--- config.mk ---
export PLATFORM = sky130hd
export DESIGN_NAME = dcs_top
export DESIGN_NICKNAME = d
export VERILOG_FILES = /design/src/rtl/dcs_pkg.sv /design/src/rtl/dcs_tracker.sv /design/src/rtl/dcs_classify.sv /design/src/rtl/dcs_ctrl.sv /design/src/rtl/dcs_top.sv
export SDC_FILE = /design/constraint.sdc
export NUM_CORES = 1
export LEC_CHECK = 0
export ABC_CLOCK_PERIOD_IN_PS = 5400
export BUFFER_PORTS_ARGS = -buffer_cell sky130_fd_sc_hd__clkbuf_2
export CORE_MARGIN = 2
export CORE_UTILIZATION = 25
export DETAILED_ROUTE_END_ITERATION = 6
export GPL_ROUTABILITY_DRIVEN = 0
export GPL_TIMING_DRIVEN = 0
export MAX_ROUTING_LAYER = met4
export SLEW_MARGIN = 20
export SYNTH_ARGS = -nofsm -noshare
export SYNTH_HDL_FRONTEND = slang
export SYNTH_SLANG_ARGS = --single-unit
--- constraint.sdc ---
create_clock -name clk -period 5.4 [get_ports clk]
set_input_delay 0.27 -clock clk [delete_from_list [all_inputs] [get_ports clk]]
set_output_delay 0.27 -clock clk [all_outputs]
set_load 0.02 [all_outputs]
--- src/rtl/dcs_pkg.sv ---
package dcs_pkg;
  typedef enum logic [0:0] {ST_IDLE, ST_WAIT} dcs_state_e;

  typedef enum logic [2:0] {
    ACT_PARK,
    ACT_FINISH,
    ACT_SKIP,
    ACT_COPY,
    ACT_BLOCK
  } dcs_action_e;

  localparam logic [7:0] STS_OK  = 8'h50;
  localparam logic [7:0] STS_ERR = 8'h51;
endpackage

--- src/rtl/dcs_tracker.sv ---
module dcs_tracker #(
  parameter int SEC_W      = 8,
  parameter int BLK_W      = 32,
  parameter int REM_W      = 32,
  parameter int LEN_W      = 16,
  parameter int OFS_W      = 64,
  parameter int DISK_SHIFT = 9,
  parameter int OPT_SHIFT  = 11
) (
  input  logic                    clk,
  input  logic                    rst,
  input  logic                    load,
  input  logic                    ld_optical,
  input  logic                    ld_write,
  input  logic [SEC_W-1:0]        ld_sectors,
  input  logic [BLK_W-1:0]        ld_block,
  input  logic [REM_W-1:0]        ld_pkt_bytes,
  input  logic                    adv,
  input  logic [LEN_W-1:0]        adv_len,
  input  logic [LEN_W-1:0]        req_len,
  output logic signed [REM_W-1:0] remaining,
  output logic [OFS_W-1:0]        offset,
  output logic [LEN_W-1:0]        clip_len,
  output logic                    nonblock,
  output logic                    write_mode
);
  localparam int IDX_W = REM_W;

  logic signed [REM_W-1:0] rem_q;
  logic [IDX_W-1:0]        idx_q;
  logic [OFS_W-1:0]        base_q;
  logic                    nb_q;
  logic                    wr_q;

  always_ff @(posedge clk) begin
    if (rst) begin
      rem_q  <= '0;
      idx_q  <= '0;
      base_q <= '0;
      nb_q   <= 1'b0;
      wr_q   <= 1'b0;
    end else if (load) begin
      idx_q <= '0;
      wr_q  <= ld_write;
      nb_q  <= ld_optical && (&ld_block);
      if (ld_optical) begin
        rem_q  <= $signed(ld_pkt_bytes);
        base_q <= OFS_W'(ld_block) << OPT_SHIFT;
      end else begin
        rem_q  <= $signed(REM_W'(ld_sectors) << DISK_SHIFT);
        base_q <= OFS_W'(ld_block) << DISK_SHIFT;
      end
    end else if (adv) begin
      rem_q <= rem_q - $signed(REM_W'(adv_len));
      idx_q <= idx_q + IDX_W'(adv_len);
    end
  end

  always_comb begin
    offset     = base_q + OFS_W'(idx_q);
    remaining  = rem_q;
    nonblock   = nb_q;
    write_mode = wr_q;
    if ($unsigned(rem_q) < REM_W'(req_len)) clip_len = rem_q[LEN_W-1:0];
    else                                    clip_len = req_len;
  end

  // Bytes owed plus bytes moved is fixed for the life of one transfer.
  logic [REM_W-1:0] ledger;
  assign ledger = $unsigned(rem_q) + REM_W'(idx_q);

  assert_ledger_constant_R5: assert property (@(posedge clk) disable iff (rst)
    !$past(load) |-> ledger == $past(ledger));
endmodule

--- src/rtl/dcs_classify.sv ---
module dcs_classify import dcs_pkg::*; #(
  parameter int REM_W = 32,
  parameter int LEN_W = 16
) (
  input  logic                    active,
  input  logic signed [REM_W-1:0] remaining,
  input  logic [LEN_W-1:0]        len,
  input  logic                    nonblock,
  output dcs_action_e             action
);
  logic exhausted;
  assign exhausted = remaining[REM_W-1] || (remaining == '0);

  always_comb begin
    if (!active)           action = ACT_PARK;
    else if (exhausted)    action = ACT_FINISH;
    else if (len == '0)    action = ACT_SKIP;
    else if (nonblock)     action = ACT_COPY;
    else                   action = ACT_BLOCK;
  end
endmodule

--- src/rtl/dcs_ctrl.sv ---
module dcs_ctrl import dcs_pkg::*; #(
  parameter int ADDR_W = 32,
  parameter int LEN_W  = 16,
  parameter int OFS_W  = 64
) (
  input  logic              clk,
  input  logic              rst,
  input  logic              start_valid,
  input  logic              chunk_valid,
  input  logic [ADDR_W-1:0] chunk_addr,
  input  logic [LEN_W-1:0]  chunk_len,
  input  dcs_action_e       action,
  input  logic [LEN_W-1:0]  clip_len,
  input  logic [OFS_W-1:0]  chunk_offset,
  input  logic              write_mode,
  input  logic              st_ack,
  input  logic              st_err,
  output logic              load,
  output logic              adv,
  output logic              active,
  output logic              chunk_done,
  output logic              chunk_parked,
  output logic              st_req,
  output logic              st_write,
  output logic              st_copy,
  output logic [ADDR_W-1:0] st_addr,
  output logic [OFS_W-1:0]  st_offset,
  output logic [LEN_W-1:0]  st_len,
  output logic              xfer_done,
  output logic              xfer_err,
  output logic [7:0]        status,
  output logic              irq
);
  dcs_state_e state_q;
  logic       pend_copy_q;

  assign load = (state_q == ST_IDLE) && start_valid;
  assign adv  = (state_q == ST_IDLE) && !start_valid && chunk_valid && (action == ACT_BLOCK);

  always_ff @(posedge clk) begin
    if (rst) begin
      state_q      <= ST_IDLE;
      pend_copy_q  <= 1'b0;
      active       <= 1'b0;
      chunk_done   <= 1'b0;
      chunk_parked <= 1'b0;
      st_req       <= 1'b0;
      st_write     <= 1'b0;
      st_copy      <= 1'b0;
      st_addr      <= '0;
      st_offset    <= '0;
      st_len       <= '0;
      xfer_done    <= 1'b0;
      xfer_err     <= 1'b0;
      status       <= 8'h00;
      irq          <= 1'b0;
    end else begin
      chunk_done   <= 1'b0;
      chunk_parked <= 1'b0;
      st_req       <= 1'b0;
      xfer_done    <= 1'b0;
      case (state_q)
        ST_IDLE: begin
          if (start_valid) begin
            active   <= 1'b1;
            irq      <= 1'b0;
            xfer_err <= 1'b0;
            status   <= 8'h00;
            if (chunk_valid) chunk_parked <= 1'b1;
          end else if (chunk_valid) begin
            case (action)
              ACT_PARK: chunk_parked <= 1'b1;
              ACT_FINISH: begin
                chunk_done <= 1'b1;
                xfer_done  <= 1'b1;
                status     <= STS_OK;
                irq        <= 1'b1;
                active     <= 1'b0;
              end
              ACT_SKIP: chunk_done <= 1'b1;
              ACT_COPY: begin
                st_req      <= 1'b1;
                st_copy     <= 1'b1;
                st_write    <= 1'b0;
                st_addr     <= chunk_addr;
                st_offset   <= '0;
                st_len      <= clip_len;
                pend_copy_q <= 1'b1;
                state_q     <= ST_WAIT;
              end
              default: begin
                st_req      <= 1'b1;
                st_copy     <= 1'b0;
                st_write    <= write_mode;
                st_addr     <= chunk_addr;
                st_offset   <= chunk_offset;
                st_len      <= chunk_len;
                pend_copy_q <= 1'b0;
                state_q     <= ST_WAIT;
              end
            endcase
          end
        end
        default: begin
          if (st_ack) begin
            chunk_done <= 1'b1;
            state_q    <= ST_IDLE;
            if (st_err) begin
              xfer_done <= 1'b1;
              xfer_err  <= 1'b1;
              status    <= STS_ERR;
              irq       <= 1'b1;
              active    <= 1'b0;
            end else if (pend_copy_q) begin
              xfer_done <= 1'b1;
              status    <= STS_OK;
              irq       <= 1'b1;
              active    <= 1'b0;
            end
          end
        end
      endcase
    end
  end

  assert_req_single_R10: assert property (@(posedge clk) disable iff (rst)
    st_req |=> !st_req);
  assert_park_when_disarmed_R3: assert property (@(posedge clk) disable iff (rst)
    chunk_parked |-> ($past(!active) || $past(start_valid)));
  assert_park_done_exclusive_R3: assert property (@(posedge clk) disable iff (rst)
    !(chunk_parked && chunk_done));
  assert_disarm_completes_R6: assert property (@(posedge clk) disable iff (rst)
    $fell(active) |-> (xfer_done && irq));
  assert_ok_status_R6: assert property (@(posedge clk) disable iff (rst)
    (xfer_done && !xfer_err) |-> status == STS_OK);
  assert_err_status_R9: assert property (@(posedge clk) disable iff (rst)
    xfer_err |-> (status == STS_ERR && irq));
endmodule

--- src/rtl/dcs_top.sv ---
module dcs_top import dcs_pkg::*; #(
  parameter int SEC_W      = 8,
  parameter int BLK_W      = 32,
  parameter int REM_W      = 32,
  parameter int LEN_W      = 16,
  parameter int ADDR_W     = 32,
  parameter int OFS_W      = 64,
  parameter int DISK_SHIFT = 9,
  parameter int OPT_SHIFT  = 11
) (
  input  logic              clk,
  input  logic              rst,
  input  logic              start_valid,
  input  logic              start_optical,
  input  logic              start_write,
  input  logic [SEC_W-1:0]  start_sectors,
  input  logic [BLK_W-1:0]  start_block,
  input  logic [REM_W-1:0]  start_pkt_bytes,
  input  logic              chunk_valid,
  input  logic [ADDR_W-1:0] chunk_addr,
  input  logic [LEN_W-1:0]  chunk_len,
  output logic              chunk_done,
  output logic              chunk_parked,
  output logic              st_req,
  output logic              st_write,
  output logic              st_copy,
  output logic [ADDR_W-1:0] st_addr,
  output logic [OFS_W-1:0]  st_offset,
  output logic [LEN_W-1:0]  st_len,
  input  logic              st_ack,
  input  logic              st_err,
  output logic              active,
  output logic              xfer_done,
  output logic              xfer_err,
  output logic [7:0]        status,
  output logic              irq
);
  logic                    load, adv, nonblock, write_mode;
  logic signed [REM_W-1:0] remaining;
  logic [OFS_W-1:0]        offset;
  logic [LEN_W-1:0]        clip_len;
  dcs_action_e             action;

  dcs_tracker #(
    .SEC_W(SEC_W), .BLK_W(BLK_W), .REM_W(REM_W), .LEN_W(LEN_W),
    .OFS_W(OFS_W), .DISK_SHIFT(DISK_SHIFT), .OPT_SHIFT(OPT_SHIFT)
  ) u_tracker (
    .clk(clk), .rst(rst), .load(load), .ld_optical(start_optical),
    .ld_write(start_write), .ld_sectors(start_sectors), .ld_block(start_block),
    .ld_pkt_bytes(start_pkt_bytes), .adv(adv), .adv_len(chunk_len),
    .req_len(chunk_len), .remaining(remaining), .offset(offset),
    .clip_len(clip_len), .nonblock(nonblock), .write_mode(write_mode)
  );

  dcs_classify #(.REM_W(REM_W), .LEN_W(LEN_W)) u_classify (
    .active(active), .remaining(remaining), .len(chunk_len),
    .nonblock(nonblock), .action(action)
  );

  dcs_ctrl #(.ADDR_W(ADDR_W), .LEN_W(LEN_W), .OFS_W(OFS_W)) u_ctrl (
    .clk(clk), .rst(rst), .start_valid(start_valid), .chunk_valid(chunk_valid),
    .chunk_addr(chunk_addr), .chunk_len(chunk_len), .action(action),
    .clip_len(clip_len), .chunk_offset(offset), .write_mode(write_mode),
    .st_ack(st_ack), .st_err(st_err), .load(load), .adv(adv), .active(active),
    .chunk_done(chunk_done), .chunk_parked(chunk_parked), .st_req(st_req),
    .st_write(st_write), .st_copy(st_copy), .st_addr(st_addr),
    .st_offset(st_offset), .st_len(st_len), .xfer_done(xfer_done),
    .xfer_err(xfer_err), .status(status), .irq(irq)
  );
endmodule

# Word-level counts from Yosys, hierarchy flattened
# Cells that the tools add are included.
classes:
  n_addsub: 3
  mul: 0
  n_div: 0
  magnitude_cmp: 1
  eq_ne: 7
  shifts: 0
  mux: 59
  bitwise_logic: 3
  n_reduce_logical: 22
ops:
  columns: ["op", "n"]
  rows:
  - ["64-bit one-hot mux with 2 select lines", 1]
  - ["32-bit 2-to-1 mux", 3]
  - ["64-bit by 32-bit adder with 64-bit output", 1]
  - ["8-bit 2-to-1 mux", 7]
  - ["43-bit 2-to-1 mux", 1]
  - ["1-bit 2-to-1 mux", 39]
  - ["32-bit by 16-bit adder with 32-bit output", 1]
  - ["32-bit zero test", 1]
  - ["32-bit by 16-bit < comparator with 1-bit output", 1]
  - ["16-bit one-hot mux with 2 select lines", 1]
  - ["32-bit AND reduction", 1]
  - ["32-bit by 17-bit subtractor with 32-bit output", 1]
  - ["16-bit zero test", 1]
  - ["16-bit 2-to-1 mux", 1]
  - ["3-bit 2-to-1 mux", 4]
  - ["4-bit AND reduction", 2]
  - ["3-bit by 2-bit == test with 1-bit output, second input constant", 2]
  - ["3-bit nonzero test", 2]
  - ["2-bit OR reduction", 3]
  - ["1-bit logical AND", 5]
  - ["2-bit inequality test, second input constant", 2]
  - ["1-bit one-hot mux with 2 select lines", 2]
  - ["2-bit nonzero test", 2]
  - ["3-bit by 1-bit == test with 1-bit output, second input constant", 1]
  - ["other kinds (8)", 10]
word_totals:
  register_bits: 260
  latch_bits: 0
  ramBits: 0
  rom_bits: 0
  inputBits: 128
  out_inout_bits: 129
  elab_cells: 114
  memories: 0

# Logic depth before layout (Yosys ltp)
# Gate-level depths: netlist of run 1.
depth:
  depth_word: 10
  ltp_mapped: 12
  mapped_depth_nobuf: 11

# Hierarchy
# Synthesis of run 1 repeated with hierarchy kept, for this count alone.
hier_totals:
  cells_unflattened: 1677
  hier_area_um2: 13634.3
by_module_without_submodules:
  columns: ["mod", "instances", "cells_per_inst", "area_each_um2", "seq_area_each_um2"]
  rows:
  - ["dcs_tracker", 1, 1077, 8623.3, 2001.9]
  - ["dcs_ctrl", 1, 574, 4810.9, 2482.4]
  - ["dcs_classify", 1, 26, 200.2, 0.0]

# Worst setup path after synthesis of run 1
# Ideal clock, no wire load.
synth_path:
  path_kind: "register to register"
  from: "reg u_tracker.idx_q[9]"
  to: "reg u_ctrl.st_offset[41]"
  setup_time_ps: 129
  arrival_time_ps: 2566
  required_ps: 5271
  setup_slack_ps: 2705
  path_stages_with_launch: 12
  n_path_buf: 0
  period_less_slack_ps: 2695
  cell_sequence: "dfxtp_1 > ha_1 > inv_1 > fa_1 > nand2b_1 > a211oi_1 > o21ai_0 > nand4_1 > a41oi_1 > nor4b_1 > xnor2_1 > o21ai_0"
synth_between:
  elab_chain_len: 2
synth_lines:
  columns: ["item", "line", "source"]
  rows:
  - ["from (decl)", "dcs_tracker.sv:30", "logic [IDX_W-1:0] idx_q;"]
  - ["from (signal assigned)", "dcs_tracker.sv:55", "idx_q <= idx_q + IDX_W'(adv_len);"]
  - ["64-bit by 32-bit adder with 64-bit output", "dcs_tracker.sv:60", "offset = base_q + OFS_W'(idx_q);"]
  - ["64-bit one-hot mux with 2 select lines", "dcs_ctrl.sv:71", "case (action)"]
  - ["to (signal assigned)", "dcs_ctrl.sv:96", "st_offset <= chunk_offset;"]
  - ["to (decl)", "dcs_ctrl.sv:27", "output logic [OFS_W-1:0] st_offset,"]
# No other way between the ends.
# A chain may end at the register's enable or synchronous reset.

# Final worst setup path of run 1
layout_path:
  from: "reg u_tracker.idx_q[0]"
  to: "reg u_tracker.idx_q[26]"
layout_between:
  elab_chain_len: 1
layout_lines:
  columns: ["item", "line"]
  rows:
  - ["32-bit by 16-bit adder with 32-bit output", "dcs_tracker.sv:55"]
# No other way between the ends.

==> impl_metrics.ini, run 1 <==
[routing]
first_iter_violations = 757
antenna_left = 0
drc = 0
num_vias = 11800
route.final.wire_length_mm = 44.2
post_drt_via_cell_ratio = 4.94
wl_per_cell_um = 18.4
firstDrtPassIters = 5

[worst_setup_path]
rr_startpoint = u_tracker.idx_q[0]
criticalPathCategory = reg -> reg
endpoint_kind = register
start_kind = register
critPathRequiredTime_ns = 5.80
critPathArrivalTime_ns = 3.85
worstSetupStartpoint = u_tracker.idx_q[0]
path_max_fanout = 6

[power]
static-leakage-power_nw = 6.15
largest_vdd_supply_drop_v = 0.000195
powerDensity_nw_per_um2 = 270

[hold_path]
worstHoldStart = start_valid
timing.hold.worst.class = in -> reg

[synth]
synth_compound_area_share_pct = 21.9
synthMuxAreaShare_pct = 4.60
mappedNetlistArea_um2 = 11500
dominant_combinational_cell_family_by_area_after_synthesis = compound AO/OA/AOI/OAI gates
number_of_synthesized_flops_with_an_enable_pin = 0
share_of_synthesized_registers_carrying_an_async_set_or_reset_pct = 0
ys_top_cells_by_area = sky130_fd_sc_hd__dfxtp_1 35%, sky130_fd_sc_hd__a21oi_1 6.6%, sky130_fd_sc_hd__ha_1 6.0%
synth-simple-area-share_pct = 20.6
synth.top_cell.area_share_pct = 35.4
post_synth_num_cell_types = 70
synth-warning-count = 0
post_synth_inst_count = 1437
synth-seq-cells = 204
yosysSeqAreaShare_pct = 35.4
synth_top_flop_cell = sky130_fd_sc_hd__dfxtp_1
post_synth.cell_area_avg_um2 = 8.03
post-synth-top-area-cell = sky130_fd_sc_hd__dfxtp_1
post_synth_fa_ha_maj_area_fraction_pct = 6.49
synthXorXnorAreaFrac_pct = 5.16

[global_route]
wire_length_of_the_first_global_routing_pass_mm = 65.8
first_global_vias = 11400
grt_remaining_overflow = 0
global_route.usage.total_pct = 18.3
antenna_found_initial = 8
use_met3_pct = 5.31
largest_net_degree_at_the_start_of_global_routing = 14
global_route.usage.met2_pct = 29.9
grt_met1_use_pct = 21.6
global_route.peak_usage_layer = met2

[placement]
numPortBuffers = 229
detailedPlacementHpwl_mm = 34.6

[layout]
final_layout_size_suffix_gt1_share_pct = 18.3
utilization_pct = 32.8
syn2layout_area_growth_pct = 29.2
nets = 1953
fillerInstances = 4820

[clock_network]
cts.sinks = 204
total_cts_buffers = 25
clk_root_buffer_cell = sky130_fd_sc_hd__clkbuf_16
cts.repair_timing.setup_buffer_count = 0
clock_tree_from_tritoncts = done
cts.path.max_buffers = 3
cts.reportedPaths.clkPinSlew_ns = 0.07
h-tree-depth = 1
clkLatencyLatePin_ns = 0.56

[floorplanning]
initial_standard_cell_utilization_of_the_core_pct = 25.4
die_outline_area_um2 = 47900
coreArea_um2 = 45500
num_io_pins = 257
die_height_um = 219
chipWidth_um = 219
row_count = 78

[timing]
final_max_slew_viol_count = 0
hold_violations = 0
timing.clock.skew_ns = 0.0315
report.final.setup_viol = 0
period_needed_ns = 3.45
clock.fmax_mhz = 290
timing.slew.headroom_pct = 28.6
worst_slew_pin_slew_ns = 1.07
rsz0062_at_grt = no
final.period_utilization_pct = 63.9
setup_tns_ns = 0

[run_status]
run_status = finished, final reports clean

[run]
cap_viol_max_count = 0
[cells in the final DEF, fill, tap and decap left out, types with 22 or more instances in the layout]
cell / n
sky130_fd_sc_hd__clkbuf_16: 25
sky130_fd_sc_hd__nor2_1: 134
sky130_fd_sc_hd__nor3_1: 22
sky130_fd_sc_hd__clkbuf_2: 229
sky130_fd_sc_hd__nand3_1: 31
sky130_fd_sc_hd__inv_1: 41
sky130_fd_sc_hd__a21oi_1: 153
sky130_fd_sc_hd__o21ai_0: 71
sky130_fd_sc_hd__nand2_1: 176
sky130_fd_sc_hd__dfxtp_1: 204
sky130_fd_sc_hd__ha_1: 55
sky130_fd_sc_hd__conb_1: 25
sky130_fd_sc_hd__xnor2_1: 43
sky130_fd_sc_hd__dlygate4sd3_1: 50
sky130_fd_sc_hd__mux2i_1: 53
sky130_fd_sc_hd__buf_4: 26
sky130_fd_sc_hd__xor2_1: 25
sky130_fd_sc_hd__a211oi_1: 71
sky130_fd_sc_hd__clkbuf_1: 61
[layer usage]
metal	part of all wire, %	up-vias	wire (µm)
met5	0	-	0
met4	2.5	0	1110
met3	8.6	61	3780
met2	47	411	20600
met1	42	5569	18600
li1	-	5783	-
[through the flow]
stage / area [µm²] / power [W] / hold slack (ns) / instances / worst slack, ns
final: 14900 / 0.00403 / 0.0185 / 2394 / 1.95
after global routing: 14900 / 0.00419 / 0.0452 / 2394 / 1.61
after CTS: 14900 / 0.00405 / 0.00622 / 2386 / 2.02
after detailed placement: 13500 / 0.00226 / 0.444 / 2290 / 1.95
after global placement: 13500 / 0.00225 / 0.435 / 2290 / 1.96
after floorplan: 11600 / 0.00203 / 0.379 / 1461 / 2.71
[cell type report]
| class | count | area (µm²) | area share, % |
|---|---|---|---|
| multi-input cells | 1111 | 6870 | 46.1 |
| flip-flops and latches | 204 | 4080 | 27.4 |
| repair buffers | 279 | 1650 | 11.0 |
| well taps | 600 | 751 | 5.04 |
| clock buffers | 36 | 747 | 5.01 |
| plain buffers | 105 | 519 | 3.48 |
| inverters | 41 | 154 | 1.03 |
| clock inverters | 10 | 116 | 0.781 |
| diodes | 8 | 20.0 | 0.134 |
[critical path, stage by stage (launching register included)]
cell and delay, ns:
sky130_fd_sc_hd__dfxtp_1 0.38, sky130_fd_sc_hd__ha_1 0.18, sky130_fd_sc_hd__inv_1 0.06, sky130_fd_sc_hd__fa_1 0.38
sky130_fd_sc_hd__nand2b_1 0.20, sky130_fd_sc_hd__a21oi_1 0.29, sky130_fd_sc_hd__o311ai_0 0.34, sky130_fd_sc_hd__a211oi_1 0.53
sky130_fd_sc_hd__o2111ai_1 0.37, sky130_fd_sc_hd__a21boi_0 0.35, sky130_fd_sc_hd__xnor2_1 0.15, sky130_fd_sc_hd__nor2_1 0.05
[worst paths after layout]
path | endpoint | depth (start not counted) | slack [ns]
max | u_tracker.idx_q[26] | 11 | 1.95
min | u_ctrl.chunk_parked | 3 | 0.02
max reg2reg | u_tracker.idx_q[26] | 11 | 1.95
min reg2reg | u_ctrl.st_offset[24] | 2 | 0.45
[sequential cells by signal, summed over array words and instances, names as in the netlist, 2 cells and up]
name	count
u_ctrl.st_addr	32
u_ctrl.st_len	16
u_tracker.remaining	32
u_tracker.base_q	34
u_ctrl.status	2
u_ctrl.st_offset	44
u_tracker.idx_q	32
[synth_stat cells, types with 21 or more instances]
master and number:
sky130_fd_sc_hd__a211oi_1 71, sky130_fd_sc_hd__xor2_1 25, sky130_fd_sc_hd__dfxtp_1 204, sky130_fd_sc_hd__ha_1 55, sky130_fd_sc_hd__inv_1 41, sky130_fd_sc_hd__a21o_1 21
sky130_fd_sc_hd__clkbuf_1 58, sky130_fd_sc_hd__nand2_1 176, sky130_fd_sc_hd__o21ai_0 71, sky130_fd_sc_hd__xnor2_1 43, sky130_fd_sc_hd__a21oi_1 153, sky130_fd_sc_hd__nor3_1 22
sky130_fd_sc_hd__buf_4 26, sky130_fd_sc_hd__nand3_1 31, sky130_fd_sc_hd__mux2i_1 53, sky130_fd_sc_hd__nor2_1 134, sky130_fd_sc_hd__nand4_1 21
[power by group]
| part | switching, W | internal [W] |
|---|---|---|
| Combinational | 0.000402 | 0.000250 |
| Clock | 0.000704 | 0.00106 |
| Sequential | 0.0000509 | 0.00156 |
[cell families after synthesis]
group / count (synthesis)
AND/OR/NAND/NOR: 502
AO/OA/AOI/OAI: 405
flip-flops: 204
buffers and inverters: 146
XOR/XNOR: 68
adder cells (fa/ha/maj): 58
multiplexers: 53
other: 1
[what timing repair did]
action                    CTS  global route
hold buffers               50             0
gates resized for setup     0             0
hold endpoints to repair   50             0
Power figures use the tool's default switching activity.
==> run 2: changes to the inputs <==
ABC_CLOCK_PERIOD_IN_PS = 3500   (was 5400)
clock period = 3.5 ns   (was 5.4 ns; I/O delays follow)
==> impl_metrics.ini, run 2 (synthesized netlist as in run 1, its figures left out) <==
[layout]
seqCellArea_um2 = 4080
max_flop_register = u_ctrl.st_offset
area_taken_by_multi_input_logic_gates_um2 = 6880
final_layout_size_suffix_gt1_share_pct = 18.2
design_area_um2 = 15100
flip_flop_count_of_the_largest_register_after_layout = 44
fillerInstances = 4813
commonest_non_fill_non_tap_cell_in_the_layout = sky130_fd_sc_hd__clkbuf_2
mostFrequentLayoutCells = 229 x sky130_fd_sc_hd__clkbuf_2, 204 x sky130_fd_sc_hd__dfxtp_1, 176 x sky130_fd_sc_hd__nand2_1, 153 x sky130_fd_sc_hd__a21oi_1, 134 x sky130_fd_sc_hd__nor2_1
nets = 1970
regs_by_ff_count = u_ctrl.st_offset: 44 flops, u_tracker.base_q: 34 flops
syn2layout_area_growth_pct = 30.7

[timing]
report.final.setup_viol = 0
final.period_utilization_pct = 95.4
timing.slew.headroom_pct = 29.7
final_max_slew_viol_count = 0
period_needed_ns = 3.34
worst_slew_pin_slew_ns = 1.05
hold_violations = 0
holdWs_ns = 0.0201
clock.fmax_mhz = 300
timing.clock.skew_ns = 0.0328

[power]
power.combinational.fraction_pct = 16.4
clock_power_share_pct = 43.6
power_w = 0.00623
switchingPower_w = 0.00178
static-leakage-power_nw = 6.23
power.share.switching_pct = 28.7
powerDensity_nw_per_um2 = 413
internal-power_w = 0.00444
seq_power_share_pct = 40.0
largest_vdd_supply_drop_v = 0.000300

[routing]
firstDrtPassIters = 5
num_vias = 11900
antenna_left = 0
wl_per_cell_um = 18.3
route.final.wire_length_mm = 44.2
first_iter_violations = 809
post_drt_via_cell_ratio = 4.92
drc = 0

[floorplanning]
num_io_pins = 257
row_count = 78
die_height_um = 219
initial_standard_cell_utilization_of_the_core_pct = 25.4
coreArea_um2 = 45500
chipWidth_um = 219
die_outline_area_um2 = 47900

[clock_network]
clock_tree_from_tritoncts = done
cts.sinks = 204
h-tree-depth = 1
cts.reportedPaths.clkPinSlew_ns = 0.07
clk_root_buffer_cell = sky130_fd_sc_hd__clkbuf_16
total_cts_buffers = 25
cts.repair_timing.setup_buffer_count = 0
cts.path.max_buffers = 3
clkLatencyLatePin_ns = 0.56

[hold_path]
timing.hold.worst.class = in -> reg

[worst_setup_path]
criticalPathCategory = reg -> reg
path_max_fanout = 10
start_kind = register
endpoint_kind = register
critPathArrivalTime_ns = 3.76
critPathRequiredTime_ns = 3.92

[global_route]
antenna_found_initial = 5
grt_remaining_overflow = 0
largest_net_degree_at_the_start_of_global_routing = 14
wire_length_of_the_first_global_routing_pass_mm = 66.0
first_global_vias = 11500
global_route.usage.total_pct = 18.4

[placement]
dpl-instance-area_um2 = 13500
detailedPlacementHpwl_mm = 34.6
numPortBuffers = 229

[run_status]
run_status = finished, final reports clean

[run]
cap_viol_max_count = 0
## run 2: per-layer routing
metal | global-route usage [%] | part of all wire, % | vias to the layer above
met4 | 6.01 | 2.7 | 0
met2 | 29.9 | 46 | 382
met1 | 21.7 | 42 | 5591
li1 | - | - | 5821
met5 | - | 0 | -
met3 | 5.25 | 8.9 | 59
## run 2: critical path, cell delays in order, from the launching register on
cell and delay, ns:
sky130_fd_sc_hd__dfxtp_1 0.33, sky130_fd_sc_hd__inv_1 0.06, sky130_fd_sc_hd__ha_1 0.21, sky130_fd_sc_hd__fa_1 0.23
sky130_fd_sc_hd__nor2b_1 0.07, sky130_fd_sc_hd__o31a_1 0.30, sky130_fd_sc_hd__o2111ai_1 0.41, sky130_fd_sc_hd__and3_1 0.36
sky130_fd_sc_hd__o21ai_2 0.11, sky130_fd_sc_hd__nor3_4 0.52, sky130_fd_sc_hd__buf_6 0.25, sky130_fd_sc_hd__mux2i_1 0.23
sky130_fd_sc_hd__a211oi_1 0.10
## run 2: final cells by class
type | count | area share [%]
repair buffers | 296 | 12.0
multi-input cells | 1111 | 45.6
well taps | 600 | 4.98
inverters | 41 | 1.02
flip-flops and latches | 204 | 27.1
clock inverters | 10 | 0.772
diodes | 5 | 0.0830
plain buffers | 105 | 3.44
clock buffers | 36 | 4.95
## run 2: through the flow
step | util (%) | setup TNS (ns) | setup WS, ns | cells
global route | 33.2 | -0.00857 | -0.00857 | 2408
detailed placement | 29.7 | 0 | 0.124 | 2290
finish | 33.2 | 0 | 0.162 | 2408
CTS | 33.1 | 0 | 0.118 | 2403
global placement | 29.7 | 0 | 0.159 | 2290
floorplan | - | 0 | 0.805 | 1461
## run 2: worst paths after layout
path	startpoint	endpoint	depth (start not counted)	slack [ns]
hold / removal	start_block[24]	u_tracker.base_q[35]	3	0.02
hold reg to reg	u_ctrl.st_offset[24]	u_ctrl.st_offset[24]	2	0.45
setup reg to reg	u_tracker.remaining[0]	u_ctrl.st_len[7]	12	0.16
setup / recovery	u_tracker.remaining[0]	u_ctrl.st_len[7]	12	0.16
## run 2: what timing repair did
item,4_1_cts,5_1_grt
endpoints found under the setup margin,0,10
hold buffers,67,0
endpoints found under the hold margin,70,0
resized for setup,0,4
## run 2: power by group through the flow
stage                     clock (W)  sequential [W]  combinational, W
final                       0.00272         0.00249           0.00102
after global routing        0.00287         0.00250           0.00112
after CTS                   0.00277         0.00249           0.00102
after detailed placement          0         0.00254          0.000948
after global placement            0         0.00253          0.000936
after floorplan                   0         0.00255          0.000587
